[src/rtl/mmu_pkg.sv]
package mmu_pkg;
    typedef struct packed {
        logic word;
        logic sgn;
        logic take_max;
    } mmu_mode_t;

    function automatic mmu_mode_t mmu_decode(input logic [2:0] m);
        mmu_mode_t d;
        d.word     = m[2];
        d.sgn      = m[1];
        d.take_max = m[0];
        return d;
    endfunction
endpackage

[src/rtl/mmu_operand_prep.sv]
module mmu_operand_prep #(
    parameter int XLEN = 64
) (
    input  logic [XLEN-1:0] raw,
    input  logic            word,
    input  logic            sgn,
    output logic [XLEN-1:0] key
);
    localparam int HALF = XLEN / 2;
    logic [XLEN-1:0] shaped;

    generate
        if (HALF > 0) begin : g_half
            always_comb begin
                if (word) shaped = {raw[HALF-1:0], {(XLEN-HALF){1'b0}}};
                else      shaped = raw;
            end
        end else begin : g_nohalf
            always_comb shaped = raw;
        end
    endgenerate

    always_comb begin
        key = shaped;
        key[XLEN-1] = shaped[XLEN-1] ^ sgn;
    end
endmodule

[src/rtl/mmu_order_cmp.sv]
module mmu_order_cmp #(
    parameter int XLEN = 64
) (
    input  logic [XLEN-1:0] key_a,
    input  logic [XLEN-1:0] key_b,
    output logic            below,
    output logic            above,
    output logic            same
);
    always_comb begin
        below = key_a < key_b;
        above = key_b < key_a;
        same  = key_a == key_b;
    end

    always_comb begin
        a_r7_order_exclusive: assert ($onehot({below, above, same}));
    end
endmodule

[src/rtl/mmu_result_pick.sv]
module mmu_result_pick #(
    parameter int XLEN = 64
) (
    input  logic [XLEN-1:0] val_a,
    input  logic [XLEN-1:0] val_b,
    input  logic            below,
    input  logic            above,
    input  logic            take_max,
    output logic [XLEN-1:0] picked
);
    logic pick_a;
    always_comb begin
        pick_a = take_max ? above : below;
        picked = pick_a ? val_a : val_b;
    end
endmodule

[src/rtl/minmax_alu.sv]
module minmax_alu
    import mmu_pkg::*;
#(
    parameter int XLEN = 64
) (
    input  logic            src_a_is_zero,
    input  logic [XLEN-1:0] src_a,
    input  logic [XLEN-1:0] src_b,
    input  logic [2:0]      mode,
    input  logic            record_en,
    input  logic            sum_ovf_in,
    output logic [XLEN-1:0] result,
    output logic [3:0]      cond,
    output logic            cond_we
);
    mmu_mode_t       md;
    logic [XLEN-1:0] a_eff;
    logic [XLEN-1:0] key_a, key_b;
    logic            below, above, same;

    always_comb begin
        md    = mmu_decode(mode);
        a_eff = src_a_is_zero ? '0 : src_a;
    end

    mmu_operand_prep #(.XLEN(XLEN)) u_prep_a (
        .raw(a_eff), .word(md.word), .sgn(md.sgn), .key(key_a));
    mmu_operand_prep #(.XLEN(XLEN)) u_prep_b (
        .raw(src_b), .word(md.word), .sgn(md.sgn), .key(key_b));

    mmu_order_cmp #(.XLEN(XLEN)) u_cmp (
        .key_a(key_a), .key_b(key_b),
        .below(below), .above(above), .same(same));

    mmu_result_pick #(.XLEN(XLEN)) u_pick (
        .val_a(a_eff), .val_b(src_b), .below(below), .above(above),
        .take_max(md.take_max), .picked(result));

    always_comb begin
        cond_we = record_en;
        cond    = record_en ? {below, above, same, sum_ovf_in} : 4'b0000;
    end

    always_comb begin
        a_r8_we_follows_record: assert (cond_we == record_en);
        if (!record_en) begin
            a_r8_cond_quiet: assert (cond == 4'b0000);
        end else begin
            a_r7_cond_shape: assert ($onehot(cond[3:1]) && (cond[0] == sum_ovf_in));
        end
        a_r2_source_only: assert ((result == src_b) || (result == a_eff));
        if (src_a_is_zero) begin
            a_r6_zero_first: assert ((result == src_b) || (result == '0));
        end
    end
endmodule

[config.mk]
export PLATFORM = sky130hd
export DESIGN_NAME = minmax_alu
export DESIGN_NICKNAME = d
export VERILOG_FILES = /design/src/rtl/mmu_pkg.sv /design/src/rtl/mmu_operand_prep.sv /design/src/rtl/mmu_order_cmp.sv /design/src/rtl/mmu_result_pick.sv /design/src/rtl/minmax_alu.sv
export SDC_FILE = /design/constraint.sdc
export NUM_CORES = 1
export LEC_CHECK = 0
export BUFFER_PORTS_ARGS = -buffer_cell sky130_fd_sc_hd__buf_2
export CAP_MARGIN = 20
export CORE_MARGIN = 4
export CORE_UTILIZATION = 54
export DETAILED_ROUTE_END_ITERATION = 8
export GPL_TIMING_DRIVEN = 0
export PLACE_DENSITY = 0.91
export SLEW_MARGIN = 20
export SYNTH_ARGS = -nofsm -noshare
export SYNTH_HDL_FRONTEND = slang
export SYNTH_SLANG_ARGS = --single-unit
[constraint.sdc]
create_clock -name vclk -period 6.6
set_clock_uncertainty 0.2 [all_clocks]
set_input_delay 0.66 -clock vclk [all_inputs]
set_output_delay 0.66 -clock vclk [all_outputs]
set_load 0.02 [all_outputs]
Word-level counts from Yosys, hierarchy flattened
Cells that the tools add are included.
{"block": "word_totals", "register_bits": 0, "input_bits": 134, "elab_cells": 11}
{"block": "classes", "n_lt_le_gt_ge": 2, "n_eq_ne": 1, "n_mux": 6, "n_bitwise": 2}
{"cell": "64-bit two-way mux", "n": 4}
{"cell": "64-bit < comparator", "n": 2}
{"cell": "64-bit equality test", "n": 1}
{"cell": "4-bit two-way mux", "n": 1}
{"cell": "1-bit XOR", "n": 2}
{"cell": "1-bit two-way mux", "n": 1}

Longest topological paths before layout
Gate-level depths: netlist of the first run.
{"block": "depth", "ltp_word": 6, "mapped_depth": 16, "mapped_depth_nobuf": 12}

Modules after synthesis
From an unflattened synthesis of the first run, not the netlist that was laid out.
{"block": "unflattened", "hier_cells": 518, "area_unflattened_um2": 4598.2}
{"module": "mmu_order_cmp", "instances": 1, "cells_each": 227, "area_per_inst_um2": 1616.6, "seq_area_each_um2": 0.0}
{"module": "mmu_operand_prep", "instances": 2, "cells_each": 72, "area_per_inst_um2": 754.5, "seq_area_each_um2": 0.0}
{"module": "mmu_result_pick", "instances": 1, "cells_each": 71, "area_per_inst_um2": 803.3, "seq_area_each_um2": 0.0}
{"module": "minmax_alu", "instances": 1, "cells_each": 76, "area_per_inst_um2": 669.4, "seq_area_each_um2": 0.0}

Worst setup path after synthesis of the first run
Ideal clock, no wire load.
{"block": "synth_path", "path_type": "input -> output", "startpoint": "in mode[2]", "endpoint": "out result[10]", "t_arrival_ns": 3.996, "slack_ns": 1.744, "cell_stages": 15, "n_path_buf": 4, "path_cell_list": "clkbuf_1 > buf_1 > mux2i_1 > or2_2 > ha_1 > a21oi_2 > o21ai_0 > a221o_1 > a211o_1 > a41oi_2 > o211ai_2 > mux2_4 > buf_12 > buf_12 > mux2_4"}
{"block": "synth_via", "elab_chain_len": 5, "elab_cells_between_ends": 8}
{"element": "start, declared", "line_no": "minmax_alu.sv:9", "source": "input logic [2:0] mode,"}
{"element": "64-bit two-way mux", "line_no": "mmu_operand_prep.sv:15", "source": "if (word) shaped = {raw[HALF-1:0], {(XLEN-HALF){1'b0}}};"}
{"element": "1-bit XOR", "line_no": "mmu_operand_prep.sv:25", "source": "key[XLEN-1] = shaped[XLEN-1] ^ sgn;"}
{"element": "64-bit < comparator, on equally long branches", "line_no": "mmu_order_cmp.sv:11, mmu_order_cmp.sv:12"}
{"element": "1-bit two-way mux *", "line_no": "mmu_result_pick.sv:13", "source": "pick_a = take_max ? above : below;"}
{"element": "64-bit two-way mux *", "line_no": "mmu_result_pick.sv:14", "source": "picked = pick_a ? val_a : val_b;"}
{"element": "end, declared", "line_no": "minmax_alu.sv:12", "source": "output logic [XLEN-1:0] result,"}
Every way passes the cells marked *; elsewhere a longest branch is shown, timed or not.

Final worst setup path of the first run
{"block": "layout_path", "startpoint": "in mode[2]", "endpoint": "out result[23]"}
Same word-level chain as after synthesis.

==> results of run 1 <==
## Yosys cell counts (all sizes together)
| cell | instances | area (um^2) |
|---|---|---|
| nor3 | 5 | 25.0 |
| nor3b | 2 | 15.0 |
| buf | 12 | 163 |
| nor2b | 96 | 601 |
| or2 | 31 | 194 |
| inv | 2 | 7.51 |
| a21oi | 25 | 133 |
| nand3 | 7 | 35.0 |
| nor2 | 10 | 37.5 |
| a211oi | 1 | 7.51 |
| a221o | 1 | 10.0 |
| nor4 | 4 | 25.0 |
| or4 | 2 | 15.0 |
| a221oi | 4 | 35.0 |
| clkbuf | 20 | 75.1 |
| a211o | 1 | 8.76 |
| nand4 | 17 | 106 |
| mux2i | 33 | 330 |
| and2 | 2 | 12.5 |
| mux2 | 96 | 1310 |
| ha | 64 | 801 |
| o21ai | 8 | 40.0 |
| xnor2 | 2 | 17.5 |
| a41oi | 1 | 16.3 |
| a21o | 2 | 15.0 |
| a2111oi | 1 | 8.76 |
| nand2 | 47 | 176 |
| nand2b | 1 | 6.26 |
| o211ai | 3 | 27.5 |
## metal layers
metal  track usage  wire length (um)  vias to the layer above
met5             0                 0                        -
met4        0.0724               267                        0
met3        0.0252               726                       27
met2         0.538              7350                      171
met1         0.328              5650                     2169
li1              -                 -                     2195
## stage by stage
step | utilization | std cells | hold slack, ns | setup slack [ns]
2_1_floorplan | - | 500 | 1.23 | 1.74
3_3_place_gp | 0.701 | 803 | 1.45 | 1.00
3_5_place_dp | 0.701 | 803 | 1.46 | 0.892
4_1_cts | 0.701 | 803 | 1.46 | 0.892
5_1_grt | 0.701 | 803 | 1.48 | 0.701
6_report | 0.701 | 803 | 1.45 | 0.864
## kinds of logic (layout without fill, tap and decap cells)
family          Yosys count  after routing  share of synthesized area
compound gates           47             47                     0.0709
simple gates            224            224                      0.294
fa+ha+maj                64             64                      0.188
xor+xnor                  2              2                    0.00412
buf+inv                  34            235                     0.0576
mux                     129            129                      0.386
## layout by cell type (no fill, tap or decap), types with 4 or more instances in the layout
cell type    n
nor3_1       5
nor2_1      10
mux2_4      61
mux2i_1     33
a221oi_1     4
nand2_1     47
buf_2      201
clkbuf_1    20
o21ai_0      8
nand3_1      7
nand4_1     17
nor2b_1     96
buf_1        4
ha_1        64
or2_2       31
a21oi_1     23
mux2_2      35
nor4_1       4
buf_12       7
## critical path, cell delays in order
cell and delay [ns]:
clkbuf_1 0.24, buf_1 0.71, mux2i_1 0.15, or2_2 0.31
ha_1 0.33, nand4_1 0.23, nor4_1 0.59, nand4_1 0.24
o211ai_2 0.26, mux2_4 0.34, buf_12 0.16, buf_12 0.15
mux2_4 0.30, buf_2 0.17
## cell type report
class,instances,area share
plain buffers,32,0.0441
inverters,2,0.00139
multi-input cells,466,0.744
well taps,102,0.0237
repair buffers,201,0.187
## where the power goes
group	internal, uW	switching, uW
Combinational	301	313
Sequential	0	0
Clock	0	0
Total	301	313
## worst min path at each step
stage          startpoint  endpoint  slack (ns)  depth (start not counted)
4_1_cts        sum_ovf_in   cond[0]        1.46                          3
6_report       sum_ovf_in   cond[0]        1.45                          3
3_3_place_gp   sum_ovf_in   cond[0]        1.45                          3
5_1_grt         record_en   cond_we        1.48                          3
2_1_floorplan   record_en   cond_we        1.23                          1
3_5_place_dp   sum_ovf_in   cond[0]        1.46                          3
==> flow_metrics.tcl, run 1 <==
set metrics [dict create \
    boundaryPins 203 \
    grt_use_total 0.280 \
    p_leak_uw 0.00274 \
    slew_headroom 0.373 \
    finalSetupViolCount 0 \
    postRouteAntennaNets 0 \
    avgSynthCellArea_um2 8.51 \
    crit_type "primary input to output port" \
    grt_pass1_vias 4777 \
    fmax_ghz 0.174 \
    grt_start_max_net_pins 11 \
    seq_area_frac_synth 0 \
    timing.setup.tns_ns 0 \
    dp_hpwl_um 11800 \
    multiInputGateArea_mm2 0.00401 \
    post_cts_buffers 0 \
    fin_crit_sh 0.869 \
    cp.arrival_ns 4.88 \
    routed_via_density 5.68 \
    peakVddDrop_mv 0.0600 \
    antenna_found_initial 0 \
    die_h_um 96.8 \
    die_w_um 96.8 \
    worstSetupEndpoint "result[23]" \
    wl_um 14000 \
    end_kind "output port" \
    fin_nets 901 \
    initial_core_util 0.553 \
    cts-resized-gates 0 \
    slew_viol_final 0 \
    final.min_clock_period_ns 5.74 \
    first_pass_iters 4 \
    cp.required_ns 5.74 \
    rows 32 \
    fin_area_mm2 0.00539 \
    min_path_type "primary input to output port" \
    regArea_um2 0 \
    yosysWarnings 0 \
    initialDrtViolationCount 184 \
    seq_cells 0 \
    vias 4562 \
    p_total_uw 613 \
    grt_remaining_overflow 0 \
    globalplace.congestion 0.898 \
    rsz0062_at_grt "false" \
    crit_path_start_kind "primary input" \
    clkbuf_count 0 \
    port_buffers 201 \
    drc 0 \
    drive_gt1_frac 0.485 \
    place_area_mm2 0.00539 \
    crit_fanout 10 \
    p_per_area_mw_per_mm2 114 \
    grt_pass1_wl_um 22500 \
    syn_nets 698 \
    critPathLaunch "mode[2]" \
    fillers 633 \
    tightest_slew_ns 0.941 \
    area_delta_synth_final_pct 26.6 \
    diodes 0 \
    syn-cell-area_mm2 0.00425 \
    synth_cells 500 \
    dieArea_mm2 0.00936 \
    cap_violations 0 \
    wl_per_cell_um 17.4 \
    core_area_mm2 0.00769 \
    postCtsHoldBufs 0 \
    synth_cell_types 34 \
    status "finished clean" \
    final_hold_viol_count 0 \
]
Power figures use the tool's default switching activity.
==> run 2, diff against run 1 <==
Settings changed: BUFFER_PORTS_ARGS -buffer_cell sky130_fd_sc_hd__buf_2 to -buffer_cell sky130_fd_sc_hd__clkbuf_2.
==> flow_metrics.tcl, run 2 (synthesized netlist as in run 1, its figures left out) <==
set metrics [dict create \
    cp.arrival_ns 4.91 \
    dp_cells 803 \
    final.min_clock_period_ns 5.77 \
    fmax_ghz 0.173 \
    finalSetupViolCount 0 \
    final_common_cell "clkbuf_2" \
    port_buffers 201 \
    fin_nets 901 \
    cap_violations 0 \
    status "finished clean" \
    die_w_um 96.8 \
    antenna_found_initial 0 \
    regArea_um2 0 \
    crit_fanout 10 \
    slew_headroom 0.419 \
    initialDrtViolationCount 158 \
    grt_remaining_overflow 0 \
    timing.setup.tns_ns 0 \
    stdcell_count 803 \
    top_layer "met4" \
    final_hold_viol_count 0 \
    rows 32 \
    vias 4654 \
    tightest_slew_ns 0.871 \
    initial_core_util 0.553 \
    p_leak_uw 0.00276 \
    grt_start_max_net_pins 11 \
    post_cts_buffers 0 \
    fin_area_mm2 0.00539 \
    rsz0062_at_grt "false" \
    peakVddDrop_mv 0.0634 \
    dp_hpwl_um 11700 \
    core_area_mm2 0.00769 \
    fin_crit_sh 0.875 \
    grt_use_total 0.276 \
    drc 0 \
    globalplace.congestion 0.897 \
    routed_via_density 5.80 \
    clkbuf_count 0 \
    cp.required_ns 5.74 \
    diodes 0 \
    layout_common_cells "clkbuf_2 (201), nor2b_1 (96), ha_1 (64)" \
    drive_gt1_frac 0.485 \
    grt_pass1_wl_um 22400 \
    p_per_area_mw_per_mm2 114 \
    wl_um 13900 \
    die_h_um 96.8 \
    slew_viol_final 0 \
    area_delta_synth_final_pct 26.6 \
    postCtsHoldBufs 0 \
    first_pass_iters 5 \
    met3_length_um 967 \
    hold_depth 3 \
    end_kind "output port" \
    min_path_type "primary input to output port" \
    met2_length_um 7020 \
    p_total_uw 615 \
    wl_per_cell_um 17.3 \
    met1_length_um 5510 \
    dieArea_mm2 0.00936 \
    postRouteAntennaNets 0 \
    crit_type "primary input to output port" \
    boundaryPins 203 \
    seq_cells 0 \
    crit_path_start_kind "primary input" \
    place_area_mm2 0.00539 \
    cts-resized-gates 0 \
    grt_pass1_vias 4903 \
]
-- run 2: cell types whose count changed in the layout (fill, tap and decap cells not counted), sizes merged --
| cell | previous run | this run |
|---|---|---|
| clkbuf | 20 | 221 |
| buf | 213 | 12 |
-- run 2: power by group --
part	total (uW)	internal, uW	switching [uW]
Clock	0	0	0
Sequential	0	0	0
Combinational	615	299	316
-- run 2: worst paths after layout --
path / end / slack [ns] / startpoint
hold / removal: cond[0] / 1.46 / sum_ovf_in
setup / recovery: result[27] / 0.83 / mode[2]
-- run 2: through the flow --
step / setup WS [ns] / utilization / hold slack [ns]
finish: 0.825 / 0.701 / 1.46
global placement: 1.00 / 0.701 / 1.46
global route: 0.714 / 0.701 / 1.49
detailed placement: 0.926 / 0.701 / 1.46
floorplan: 1.74 / - / 1.23
CTS: 0.919 / 0.701 / 1.46
-- run 2: layer usage --
metal  GRT usage  up-vias
li1            -     2204
met1       0.317     2181
met2       0.516      227
met3      0.0382       42
met4      0.0940        0
met5           0        -
-- run 2: worst max-delay path, stage by stage --
cell      delay (ns)
clkbuf_1        0.24
buf_1           0.70
mux2i_1         0.15
or2_2           0.30
ha_1            0.33
nand4_1         0.23
nor4_1          0.61
nand4_1         0.27
o211ai_2        0.28
mux2_4          0.34
buf_12          0.16
buf_12          0.16
mux2_4          0.30
clkbuf_2        0.17
-- run 2: final cells by class --
type | count | area, um^2
buffer | 32 | 238
fill | 632 | 2300
inverter | 2 | 7.51
multi-input combinational | 466 | 4010
tap | 102 | 128
timing repair buffer | 201 | 1010
